$ cat src/rtl/icp_pkg.sv
package icp_pkg;
    typedef enum logic [2:0] {
        OP_OFFER  = 3'd0,
        OP_ACCEPT = 3'd1,
        OP_THRESH = 3'd2,
        OP_IPIPRI = 3'd3,
        OP_EOI    = 3'd4
    } icp_op_e;
endpackage

$ cat src/rtl/icp_cmd_decode.sv
module icp_cmd_decode
    import icp_pkg::*;
#(
    parameter int PRIO_W = 8,
    parameter int SRC_W  = 24,
    localparam int WORD_W = PRIO_W + SRC_W
) (
    input  logic              cmd_valid,
    input  logic              cmd_ready,
    input  logic [2:0]        cmd_op,
    input  logic [WORD_W-1:0] cmd_data,
    output logic              take,
    output icp_op_e           op,
    output logic [PRIO_W-1:0] level,
    output logic [SRC_W-1:0]  src
);
    logic known;

    always_comb begin
        known = 1'b1;
        op    = OP_OFFER;
        case (cmd_op)
            3'd0:    op = OP_OFFER;
            3'd1:    op = OP_ACCEPT;
            3'd2:    op = OP_THRESH;
            3'd3:    op = OP_IPIPRI;
            3'd4:    op = OP_EOI;
            default: known = 1'b0;
        endcase
        take = cmd_valid && cmd_ready && known;
        src  = cmd_data[SRC_W-1:0];
        // offers and EOIs carry the level in the top field, writes in the low field
        if (op == OP_THRESH || op == OP_IPIPRI)
            level = cmd_data[PRIO_W-1:0];
        else
            level = cmd_data[WORD_W-1:SRC_W];
    end
endmodule

$ cat src/rtl/icp_state_core.sv
module icp_state_core
    import icp_pkg::*;
#(
    parameter int PRIO_W  = 8,
    parameter int SRC_W   = 24,
    parameter int IPI_SRC = 2,
    localparam int WORD_W = PRIO_W + SRC_W
) (
    input  logic              clk,
    input  logic              rst_n,
    input  logic              take,
    input  icp_op_e           op,
    input  logic [PRIO_W-1:0] level,
    input  logic [SRC_W-1:0]  src,
    output logic [PRIO_W-1:0] cppr_o,
    output logic [PRIO_W-1:0] pend_o,
    output logic [SRC_W-1:0]  xisr_o,
    output logic              rsp_valid,
    output logic [WORD_W-1:0] rsp_data,
    output logic              rsp_ok,
    output logic              reject_valid,
    output logic [SRC_W-1:0]  reject_src,
    output logic              resend_req,
    output logic              eoi_valid,
    output logic [SRC_W-1:0]  eoi_src
);
    localparam logic [SRC_W-1:0]  IPI_ID   = SRC_W'(IPI_SRC);
    localparam logic [PRIO_W-1:0] LEAST    = '1;

    typedef struct packed {
        logic [PRIO_W-1:0] cppr;
        logic [PRIO_W-1:0] mfrr;
        logic [PRIO_W-1:0] pend;
        logic [SRC_W-1:0]  xisr;
        logic              need;
    } icp_st_t;

    typedef struct packed {
        icp_st_t           st;
        logic              rsp_v;
        logic [WORD_W-1:0] rsp_w;
        logic              ok;
        logic              rej_v;
        logic [SRC_W-1:0]  rej_s;
        logic              resend;
        logic              eoi_v;
        logic [SRC_W-1:0]  eoi_s;
    } icp_nx_t;

    icp_nx_t nx_d, nx_q;
    icp_st_t down_st;
    logic    down_resend;
    logic    offer_fits;
    logic [SRC_W-1:0] displaced;

    // shared lowering path used by threshold writes and EOIs
    always_comb begin
        down_st      = nx_q.st;
        down_st.cppr = level;
        if (nx_q.st.mfrr < level && nx_q.st.mfrr <= nx_q.st.pend) begin
            down_st.pend = nx_q.st.mfrr;
            down_st.xisr = IPI_ID;
        end
        down_resend  = nx_q.st.need;
        down_st.need = 1'b0;
    end

    always_comb begin
        offer_fits = (nx_q.st.cppr > level) && (nx_q.st.mfrr > level) &&
                     (nx_q.st.pend > level);
    end

    always_comb begin
        nx_d        = '0;
        nx_d.st     = nx_q.st;
        displaced   = '0;
        if (take) begin
            case (op)
                OP_OFFER: begin
                    nx_d.rsp_v = 1'b1;
                    if (offer_fits) begin
                        nx_d.ok      = 1'b1;
                        displaced    = nx_q.st.xisr;
                        nx_d.st.xisr = src;
                        nx_d.st.pend = level;
                    end else begin
                        nx_d.st.need = 1'b1;
                    end
                end
                OP_ACCEPT: begin
                    nx_d.rsp_v = 1'b1;
                    nx_d.rsp_w = {nx_q.st.cppr, nx_q.st.xisr};
                    if (nx_q.st.xisr != '0) begin
                        nx_d.st.cppr = nx_q.st.pend;
                        nx_d.st.pend = LEAST;
                        nx_d.st.xisr = '0;
                    end
                end
                OP_THRESH: begin
                    if (level > nx_q.st.cppr) begin
                        nx_d.st     = down_st;
                        nx_d.resend = down_resend;
                    end else if (level < nx_q.st.cppr) begin
                        nx_d.st.cppr = level;
                        if (level <= nx_q.st.pend) begin
                            displaced    = nx_q.st.xisr;
                            nx_d.st.xisr = '0;
                            nx_d.st.pend = LEAST;
                        end
                    end
                end
                OP_IPIPRI: begin
                    nx_d.st.mfrr = level;
                    if (level < nx_q.st.cppr && level <= nx_q.st.pend) begin
                        displaced    = nx_q.st.xisr;
                        nx_d.st.pend = level;
                        nx_d.st.xisr = IPI_ID;
                    end
                    if (level > nx_q.st.mfrr) begin
                        nx_d.resend  = nx_q.st.need;
                        nx_d.st.need = 1'b0;
                    end
                end
                OP_EOI: begin
                    nx_d.st     = down_st;
                    nx_d.resend = down_resend;
                    nx_d.eoi_v  = (src != IPI_ID);
                    nx_d.eoi_s  = (src != IPI_ID) ? src : '0;
                end
                default: ;
            endcase
        end
        nx_d.rej_v = (displaced != '0) && (displaced != IPI_ID);
        nx_d.rej_s = nx_d.rej_v ? displaced : '0;
    end

    always_ff @(posedge clk) begin
        if (!rst_n) begin
            nx_q         <= '0;
            nx_q.st.cppr <= '0;
            nx_q.st.mfrr <= LEAST;
            nx_q.st.pend <= LEAST;
            nx_q.st.xisr <= '0;
            nx_q.st.need <= 1'b0;
        end else begin
            nx_q <= nx_d;
        end
    end

    assign cppr_o       = nx_q.st.cppr;
    assign pend_o       = nx_q.st.pend;
    assign xisr_o       = nx_q.st.xisr;
    assign rsp_valid    = nx_q.rsp_v;
    assign rsp_data     = nx_q.rsp_w;
    assign rsp_ok       = nx_q.ok;
    assign reject_valid = nx_q.rej_v;
    assign reject_src   = nx_q.rej_s;
    assign resend_req   = nx_q.resend;
    assign eoi_valid    = nx_q.eoi_v;
    assign eoi_src      = nx_q.eoi_s;

    // a successful offer leaves the offered source pending
    a_r2_offer_loads: assert property (@(posedge clk) disable iff (!rst_n)
        take && op == OP_OFFER |=> (!nx_q.ok || nx_q.st.xisr == $past(src)));

    // a refused offer sets the resend-needed flag
    a_r3_refusal_remembered: assert property (@(posedge clk) disable iff (!rst_n)
        take && op == OP_OFFER && !offer_fits |=> nx_q.st.need && !nx_q.ok);

    // accept moves the pending priority into the threshold
    a_r4_accept_moves: assert property (@(posedge clk) disable iff (!rst_n)
        take && op == OP_ACCEPT && nx_q.st.xisr != '0 |=>
        nx_q.st.xisr == '0 && nx_q.st.pend == LEAST &&
        nx_q.st.cppr == $past(nx_q.st.pend));

    // an equal threshold write freezes the state
    a_r7_equal_thresh_stable: assert property (@(posedge clk) disable iff (!rst_n)
        take && op == OP_THRESH && level == nx_q.st.cppr |=> $stable(nx_q.st));

    // an IPI priority write always loads
    a_r9_ipi_prio_loads: assert property (@(posedge clk) disable iff (!rst_n)
        take && op == OP_IPIPRI |=> nx_q.st.mfrr == $past(level));

    // the IPI number is never forwarded as an EOI
    a_r11_no_ipi_eoi: assert property (@(posedge clk) disable iff (!rst_n)
        take && op == OP_EOI && src == IPI_ID |=> !nx_q.eoi_v);
endmodule

$ cat src/rtl/icp_irq_gate.sv
module icp_irq_gate #(
    parameter int PRIO_W = 8,
    parameter int SRC_W  = 24
) (
    input  logic [PRIO_W-1:0] cppr,
    input  logic [PRIO_W-1:0] pend,
    input  logic [SRC_W-1:0]  xisr,
    output logic              irq
);
    always_comb begin
        irq = (xisr != '0) && (pend < cppr);
    end
endmodule

$ cat src/rtl/irq_presenter.sv
module irq_presenter
    import icp_pkg::*;
#(
    parameter int PRIO_W  = 8,
    parameter int SRC_W   = 24,
    parameter int IPI_SRC = 2,
    localparam int WORD_W = PRIO_W + SRC_W
) (
    input  logic              clk,
    input  logic              rst_n,
    input  logic              cmd_valid,
    output logic              cmd_ready,
    input  logic [2:0]        cmd_op,
    input  logic [WORD_W-1:0] cmd_data,
    output logic              rsp_valid,
    output logic [WORD_W-1:0] rsp_data,
    output logic              rsp_ok,
    output logic              irq_out,
    output logic              reject_valid,
    output logic [SRC_W-1:0]  reject_src,
    output logic              resend_req,
    output logic              eoi_valid,
    output logic [SRC_W-1:0]  eoi_src
);
    logic              ready_d, ready_q;
    logic              take;
    icp_op_e           op;
    logic [PRIO_W-1:0] level;
    logic [SRC_W-1:0]  src;
    logic [PRIO_W-1:0] cppr, pend;
    logic [SRC_W-1:0]  xisr;

    always_comb ready_d = 1'b1;

    always_ff @(posedge clk) begin
        if (!rst_n) ready_q <= 1'b0;
        else        ready_q <= ready_d;
    end

    assign cmd_ready = ready_q;

    icp_cmd_decode #(.PRIO_W(PRIO_W), .SRC_W(SRC_W)) u_decode (
        .cmd_valid (cmd_valid),
        .cmd_ready (ready_q),
        .cmd_op    (cmd_op),
        .cmd_data  (cmd_data),
        .take      (take),
        .op        (op),
        .level     (level),
        .src       (src)
    );

    icp_state_core #(.PRIO_W(PRIO_W), .SRC_W(SRC_W), .IPI_SRC(IPI_SRC)) u_core (
        .clk          (clk),
        .rst_n        (rst_n),
        .take         (take),
        .op           (op),
        .level        (level),
        .src          (src),
        .cppr_o       (cppr),
        .pend_o       (pend),
        .xisr_o       (xisr),
        .rsp_valid    (rsp_valid),
        .rsp_data     (rsp_data),
        .rsp_ok       (rsp_ok),
        .reject_valid (reject_valid),
        .reject_src   (reject_src),
        .resend_req   (resend_req),
        .eoi_valid    (eoi_valid),
        .eoi_src      (eoi_src)
    );

    icp_irq_gate #(.PRIO_W(PRIO_W), .SRC_W(SRC_W)) u_gate (
        .cppr (cppr),
        .pend (pend),
        .xisr (xisr),
        .irq  (irq_out)
    );

    // the interrupt line is down right after an accept read
    a_r1_irq_drops_on_accept: assert property (@(posedge clk) disable iff (!rst_n)
        take && op == OP_ACCEPT |=> !irq_out);

    // displaced zero or IPI numbers are never reported
    a_r12_reject_filtered: assert property (@(posedge clk) disable iff (!rst_n)
        reject_valid |-> reject_src != '0 && reject_src != SRC_W'(IPI_SRC));

    // without a taken command nothing pulses
    a_r14_quiet_when_idle: assert property (@(posedge clk) disable iff (!rst_n)
        !take |=> !rsp_valid && !reject_valid && !resend_req && !eoi_valid);
endmodule

$ cat config.mk
export PLATFORM = sky130hd
export DESIGN_NAME = irq_presenter
export DESIGN_NICKNAME = d
export VERILOG_FILES = /design/src/rtl/icp_pkg.sv /design/src/rtl/icp_cmd_decode.sv /design/src/rtl/icp_state_core.sv /design/src/rtl/icp_irq_gate.sv /design/src/rtl/irq_presenter.sv
export SDC_FILE = /design/constraint.sdc
export NUM_CORES = 1
export LEC_CHECK = 0
export ABC_AREA = 1
export BUFFER_PORTS_ARGS = -buffer_cell sky130_fd_sc_hd__buf_2
export CAP_MARGIN = 20
export CORE_MARGIN = 3
export CORE_UTILIZATION = 30
export DETAILED_ROUTE_END_ITERATION = 12
export GPL_TIMING_DRIVEN = 0
export SLEW_MARGIN = 15
export SYNTH_ARGS = -nofsm -noshare
export SYNTH_HDL_FRONTEND = slang
export SYNTH_SLANG_ARGS = --single-unit
$ cat constraint.sdc
create_clock -name clk -period 4.6 [get_ports clk]
set_input_delay 0.69 -clock clk [delete_from_list [all_inputs] [get_ports clk]]
set_output_delay 0.69 -clock clk [all_outputs]
set_load 0.01 [all_outputs]
==> flow_metrics.env, run 1 <==
export IMPL_synth_largest_area_cell="dfxtp_1"
export IMPL_via_count=5663
export IMPL_gp_routability_congestion=0.9087
export IMPL_multiInputGateArea_um2=2699
export IMPL_cell_chain_of_the_critical_path="buf_2, inv_2, nand2_4, clkbuf_1, o21a_1, inv_1, ha_1, nand2_1, nor2_1, a211oi_1, nand2_1, inv_2, nor2_1, nor2_1, o21ai_1, nand2_1, clkbuf_1, o21ai_0, a21oi_1"
export IMPL_cts_sinks=135
export IMPL_max_slew_violation_count=0
export IMPL_clock_insertion_delay_worst_skew_ns=0.42
export IMPL_antenna_cells_inserted=0
export IMPL_io_pins=125
export IMPL_setup_worst_path_end_class="flop"
export IMPL_yosys_warnings=0
export IMPL_synth_fp_nets=854
export IMPL_ys_top_cells_by_area="dfxtp_1 45%, nor2_1 7.8%, ha_1 7.1%"
export IMPL_grt_pass1_wl_um=29810
export IMPL_io_buffer_count=124
export IMPL_criticalPathCategory="input port to flop"
export IMPL_critical_path_peak_fanout=10
export IMPL_synth_simple_area_share_pct=21.43
export IMPL_critical_path_slowest_cell="clkbuf_1"
export IMPL_ant_nets=0
export IMPL_nNetsFinal=997
export IMPL_outcome="completed"
export IMPL_sequential_element_share_of_the_synthesized_area_pct=45.39
export IMPL_postSynthCellCount=782
export IMPL_synth_edff_count=0
export IMPL_post_cts_setup_buffers=0
export IMPL_drt_drc_violations_left=0
export IMPL_number_of_global_route_vias_before_repair=5458
export IMPL_row_count=50
export IMPL_floorplan_die_area_um2=21580
export IMPL_design_core_area_um2=19080
export IMPL_dp_final_hpwl_um=14540
export IMPL_antenna_violations_before_repair=0
export IMPL_route_detailed_vias_per_inst=4.727
export IMPL_timing_max_slew_rel_slack_pct=62.79
export IMPL_finalClockSkew_ns=0.01264
export IMPL_clockBufferDepth=2
export IMPL_power_density_nw_per_um2=378.7
export IMPL_cts_root_buf="clkbuf_16"
export IMPL_worst_slew_pin_slew_ns=0.5581
export IMPL_muxShareOfSynthArea_pct=0
export IMPL_synth_top_family_by_area="simple AND/OR/NAND/NOR gates"
export IMPL_tritoncts="built"
export IMPL_timing_final_crit_share_pct=82.66
export IMPL_hold_ws_ns=0.4783
export IMPL_largest_net_degree_at_the_start_of_global_routing=17
export IMPL_worstSetupStartpointType="input port"
export IMPL_post_synth_top_count_cell="dfxtp_1"
export IMPL_min_period_ns=3.802
export IMPL_yosys_top_cells_count="135 x dfxtp_1, 124 x nor2_1, 100 x inv_1"
export IMPL_hold_buffers=0
export IMPL_syn_avg_cell_area_um2=7.614
export IMPL_drive_gt1_share_pct=19.19
export IMPL_p_leak_nw=3.435
export IMPL_drv_max_cap_violation_count=0
export IMPL_grt_setup_unrepaired="false"
export IMPL_arrival_ns=4.14
export IMPL_layout_area_seq_um2=2703
export IMPL_final_setup_worst_slack_ns=0.7978
export IMPL_syn_cell_area_um2=5954
export IMPL_floorplan_die_height_um=146.9
export IMPL_cts_htree_levels=4
export IMPL_setup_tns_ns=0
export IMPL_finish_instance_area_um2=7468
export IMPL_start_util_pct=31.21
export IMPL_peakVddDrop_v=0.0002885
export IMPL_synth_cell_types=33
export IMPL_crit_path_max_incr_delay_ns=0.42
export IMPL_worst_setup_hold_path_clk_slew_ns=0.06
export IMPL_asyncSetResetFlopFracSynth_pct=0
export IMPL_die_width_um=146.9
export IMPL_finalSetupViolCount=0
export IMPL_grt_overflow_total=0
export IMPL_max_clock_freq_mhz=263.0
export IMPL_placement_cell_area_um2=6900
export IMPL_synth_ff_latch_count=135
export IMPL_fillerInstances=2029
export IMPL_drtIter0Drc=437
export IMPL_cts_buffers=17
export IMPL_worstHoldPathType="flop to flop"
export IMPL_post_drt_wl_per_cell_um=15.60
export IMPL_worst_endpoint_required_ns=4.94
export IMPL_finalWirelength_um=18690
export IMPL_synth_compound_area_share_pct=16.75
export IMPL_synthFlopType="dfxtp_1"
export IMPL_layout_area_overhead_pct=25.43
export IMPL_final_hold_viol_count=0
export IMPL_post_place_ws_ns=0.4819
export IMPL_global_route_usage_total_pct=17.46
export IMPL_cts_resized=0
export IMPL_synthAdderAreaFrac_pct=7.144
export IMPL_drt_pre_antenna_iters=5
export IMPL_yosysTopAreaCellShare_pct=45.39
export IMPL_synth_xor_xnor_area_share_pct=0
power by group:
part / internal (mW) / leakage [nW] / switching (mW) / total (mW)
logic: 0.103 / 2.07 / 0.214 / 0.317
clock network: 0.785 / 0.272 / 0.525 / 1.31
registers: 1.19 / 1.09 / 0.0160 / 1.20
worst paths after layout:
path                                  startpoint                             end  slack [ns]  depth (start not counted)
setup / recovery                       cmd_op[2]   u_core.xisr_o[2]$_SDFFE_PN0P_        0.80                         19
hold / removal    u_core.xisr_o[20]$_SDFFE_PN0P_  u_core.xisr_o[20]$_SDFFE_PN0P_        0.48                          2
hold reg to reg   u_core.xisr_o[20]$_SDFFE_PN0P_  u_core.xisr_o[20]$_SDFFE_PN0P_        0.48                          2
setup reg to reg   u_core.cppr_o[5]$_SDFFE_PN0P_   u_core.xisr_o[2]$_SDFFE_PN0P_        1.88                         14
per-layer routing:
layer  share of wire, %  track usage (%)  up-vias  wire length [µm]
met5                  0                0        -                 0
li1                   -                -     2876                 -
met1                 49            25.45     2546              9167
met2                 42            24.75      218              7864
met4                2.0            6.303        0               378
met3                6.9            4.473       23              1283
layout make-up:
class / instances / area share, %
tap: 260 / 4.356
sequential: 135 / 36.19
clock inverter: 11 / 1.307
timing repair buffer: 124 / 8.310
inverter: 107 / 5.378
multi-input combinational: 508 / 36.14
clock buffer: 21 / 6.299
buffer: 32 / 2.027
critical path, delay by kind of cell:
kind	cells	cell delay (ns)
buffers and inverters	6	1.23
AND/OR/NAND/NOR	7	0.97
AO/OA/AOI/OAI	5	0.92
adder cells (fa/ha/maj)	1	0.33
flip-flops by register name, summed over array words and instances (netlist names):
signal	cells
u_core.reject_src	24
u_core.down_resend	1
u_core.xisr_o	24
u_core.reject_valid	1
u_core.eoi_valid	1
cmd_ready	1
u_core.cppr_o	8
u_core.rsp_data	32
u_core.rsp_ok	1
u_core.rsp_valid	1
u_core.resend_req	1
u_core.eoi_src	24
u_core.down_st	8
u_core.pend_o	8
placed cells by master, fill, tap and decap left out, types with 4 or more instances in the layout:
cell type | Yosys | layout
nand2_1 | 89 | 89
clkbuf_1 | 22 | 23
clkinvlp_4 | 0 | 4
inv_1 | 100 | 100
clkinv_2 | 0 | 4
nand2_2 | 5 | 5
dfxtp_1 | 135 | 135
nor4_1 | 7 | 7
o211ai_1 | 18 | 18
buf_2 | 5 | 129
nand4_1 | 12 | 12
ha_1 | 34 | 34
nand3_1 | 51 | 51
clkbuf_16 | 0 | 17
nor2_1 | 124 | 124
o21ai_0 | 66 | 66
o21a_1 | 6 | 6
a21oi_1 | 71 | 71
inv_2 | 6 | 6
per-stage QoR:
step / util (%) / total power [mW] / instances
after floorplan: - / 1.434 / 782
after global placement: 36.16 / 1.536 / 1166
after detailed placement: 36.16 / 1.540 / 1166
after CTS: 39.14 / 2.851 / 1198
after global routing: 39.14 / 2.951 / 1198
final: 39.14 / 2.829 / 1198
cells by family after synthesis:
family | count (synthesis)
adders and majority gates | 34
buffers and inverters | 139
DFF | 135
and+or+nand+nor | 297
AOI/OAI and AO/OA | 177
(Power assumes the default switching activity.)
==> run 2: changes to the inputs <==
--- a/config.mk
+++ b/config.mk
@@ -5,7 +5,7 @@
 export SDC_FILE = /design/constraint.sdc
 export NUM_CORES = 1
 export LEC_CHECK = 0
-export ABC_AREA = 1
+export ABC_AREA = 0
 export BUFFER_PORTS_ARGS = -buffer_cell sky130_fd_sc_hd__buf_2
 export CAP_MARGIN = 20
 export CORE_MARGIN = 3
==> constraint.sdc (replaced) <==
create_clock -name clk -period 3.8 [get_ports clk]
set_input_delay 0.57 -clock clk [delete_from_list [all_inputs] [get_ports clk]]
set_output_delay 0.57 -clock clk [all_outputs]
set_load 0.01 [all_outputs]
==> run 2 against run 1 <==
Area after synthesis shrank 1.2%. Die area shrank 1.1%. Design area grew 3.9%. Critical path depth shrank 4. Cell count shrank 15%. Flip-flop and latch count is the same. Combinational power grew 17%. Sequential share of layout area shrank 1.3 points. Clock skew shrank 0.0047 ns. Highest routed layer unchanged.
==> flow_metrics.env, run 2 <==
export IMPL_start_util_pct=30.95
export IMPL_final_hold_viol_count=0
export IMPL_worstSetupStartpointType="input port"
export IMPL_tritoncts="built"
export IMPL_drtIter0Drc=306
export IMPL_final_core_util_pct=40.79
export IMPL_drive_gt1_share_pct=28.57
export IMPL_reg2reg_depth=9
export IMPL_drt_drc_violations_left=0
export IMPL_antenna_cells_inserted=0
export IMPL_synthAdderAreaFrac_pct=7.568
export IMPL_cts_root_buf="clkbuf_16"
export IMPL_peakVddDrop_v=0.0002412
export IMPL_gp_routability_congestion=0.8552
export IMPL_finalClockSkew_ns=0.007923
export IMPL_route_detailed_vias_per_inst=4.752
export IMPL_synth_edff_count=0
export IMPL_syn_cell_area_um2=5886
export IMPL_criticalPathCategory="input port to flop"
export IMPL_post_drt_wl_per_cell_um=16.50
export IMPL_cts_htree_levels=4
export IMPL_critical_path_peak_fanout=10
export IMPL_crit_path_max_incr_delay_ns=0.41
export IMPL_final_common_cell="dfxtp_1"
export IMPL_io_pins=125
export IMPL_sequential_element_share_of_the_synthesized_area_pct=45.92
export IMPL_synthFlopType="dfxtp_1"
export IMPL_via_count=4861
export IMPL_antenna_violations_before_repair=0
export IMPL_nNetsFinal=822
export IMPL_synth_top_family_by_area="simple AND/OR/NAND/NOR gates"
export IMPL_design_core_area_um2=19020
export IMPL_postSynthCellCount=593
export IMPL_min_period_ns=3.638
export IMPL_muxShareOfSynthArea_pct=6.335
export IMPL_worst_slew_pin_slew_ns=0.8152
export IMPL_synth_largest_area_cell="dfxtp_1"
export IMPL_setup_worst_path_end_class="flop"
export IMPL_asyncSetResetFlopFracSynth_pct=0
export IMPL_syn_avg_cell_area_um2=9.925
export IMPL_number_of_global_route_vias_before_repair=4827
export IMPL_floorplan_die_area_um2=21340
export IMPL_drt_pre_antenna_iters=5
export IMPL_ant_nets=0
export IMPL_worst_setup_hold_path_clk_slew_ns=0.06
export IMPL_finalNonFillerCells=1023
export IMPL_clockBufferDepth=2
export IMPL_placement_cell_area_um2=6848
export IMPL_finalWirelength_um=16880
export IMPL_arrival_ns=3.94
export IMPL_grt_pass1_wl_um=26920
export IMPL_outcome="completed"
export IMPL_worst_endpoint_required_ns=4.10
export IMPL_row_count=50
export IMPL_post_place_cells=977
export IMPL_timing_max_slew_rel_slack_pct=45.40
export IMPL_setup_tns_ns=0
export IMPL_layout_area_overhead_pct=31.80
export IMPL_drv_max_cap_violation_count=0
export IMPL_io_buffer_count=124
export IMPL_p_leak_nw=3.621
export IMPL_finalSetupViolCount=0
export IMPL_critical_path_slowest_cell="a221o_1"
export IMPL_ys_top_cells_by_area="dfxtp_1 46%, and2_1 8.7%, ha_1 7.2%"
export IMPL_worstHoldPathType="input port to flop"
export IMPL_cts_buffers=17
export IMPL_synth_cell_types=59
export IMPL_mostFrequentLayoutCells="135 x dfxtp_1, 128 x buf_2, 82 x and2_1"
export IMPL_max_reg_flops=32
export IMPL_largest_net_degree_at_the_start_of_global_routing=17
export IMPL_finish_instance_area_um2=7757
export IMPL_floorplan_die_height_um=146.1
export IMPL_synth_fp_nets=665
export IMPL_dp_final_hpwl_um=12720
export IMPL_synth_compound_area_share_pct=15.05
export IMPL_post_synth_top_count_cell="dfxtp_1"
export IMPL_power_density_nw_per_um2=462.0
export IMPL_synth_ff_latch_count=135
export IMPL_yosys_top_cells_count="135 x dfxtp_1, 82 x and2_1, 45 x nand2_1"
export IMPL_max_slew_violation_count=0
export IMPL_yosysTopAreaCellShare_pct=45.92
export IMPL_max_clock_freq_mhz=274.9
export IMPL_timing_final_crit_share_pct=95.74
export IMPL_cts_sinks=135
export IMPL_grt_overflow_total=0
export IMPL_holdPathStages=1
export IMPL_synth_xor_xnor_area_share_pct=0.8929
export IMPL_cell_chain_of_the_critical_path="buf_2, nor2b_1, buf_4, buf_12, mux2i_4, ha_1, and4_2, a221o_1, nor3_4, o21ai_2, buf_6, and3_1, o21a_2, clkbuf_4, a22o_1"
export IMPL_yosys_warnings=0
export IMPL_die_width_um=146.1
export IMPL_synth_simple_area_share_pct=20.22
export IMPL_clock_insertion_delay_worst_skew_ns=0.42
export IMPL_global_route_usage_total_pct=16.08
## run 2: kinds of logic (layout without fill, tap and decap cells)
group / after synthesis / in the layout
buf+inv: 57 / 227
mux: 36 / 36
simple gates: 206 / 206
fa+ha+maj: 36 / 36
compound gates: 117 / 117
flops: 135 / 135
xor+xnor: 6 / 6
## run 2: worst paths after layout
path / from / endpoint / slack, ns
hold / removal: rst_n / cmd_ready$_DFF_P_ / 0.30
setup reg to reg: u_core.pend_o[5]$_SDFFE_PN1P_ / u_core.pend_o[3]$_SDFFE_PN1P_ / 0.81
hold reg to reg: u_core.down_resend$_SDFFE_PN0P_ / u_core.down_resend$_SDFFE_PN0P_ / 0.46
setup / recovery: cmd_op[1] / u_core.xisr_o[11]$_SDFFE_PN0P_ / 0.16
## run 2: metrics by stage
step,power [mW],setup slack [ns],hold WS (ns)
floorplan,1.683,0.03363,0.4336
global placement,1.795,-0.7776,0.4472
detailed placement,1.796,-0.7384,0.4595
CTS,3.584,-0.001648,0.2932
global route,3.730,-0.02270,0.2955
finish,3.584,0.1618,0.3047
## run 2: where the power goes
part           total, mW  internal, mW  leakage [nW]  switching [mW]
sequential          1.44          1.43          1.09          0.0127
clock               1.77          1.12         0.314           0.655
combinational      0.372         0.154          2.22           0.217
total               3.58          2.70          3.62           0.885
## run 2: worst max-delay path: cells and delay by family
family / cells / cell delay, ns
AOI/OAI and AO/OA: 4 / 0.95
adders and majority gates: 1 / 0.29
buffers and inverters: 5 / 0.85
muxes: 1 / 0.34
and+or+nand+nor: 4 / 0.93
## run 2: final cells by class
cell class              instances  area (µm²)
well taps                     260       325.3
plain buffers                  29       171.4
clock buffers                  17       425.4
inverters                      28       105.1
fillers                      1910       11260
clock inverters                15       219.0
flip-flops and latches        135        2703
multi-input cells             401        3083
repair buffers                138       725.7
## run 2: repair_timing
item	4_1_cts	5_1_grt
endpoints found under the hold margin	0	0
hold buffers	0	0
endpoints found under the setup margin	51	58
pin swaps	1	5
resized for setup	12	23
buffers inserted	1	13
## run 2: metal layers
metal	vias up	global-route usage (%)	wire [µm]
met4	0	5.503	270
met1	2259	21.20	7977
met5	-	0	0
li1	2420	-	-
met2	162	25.12	7607
met3	20	4.935	1024
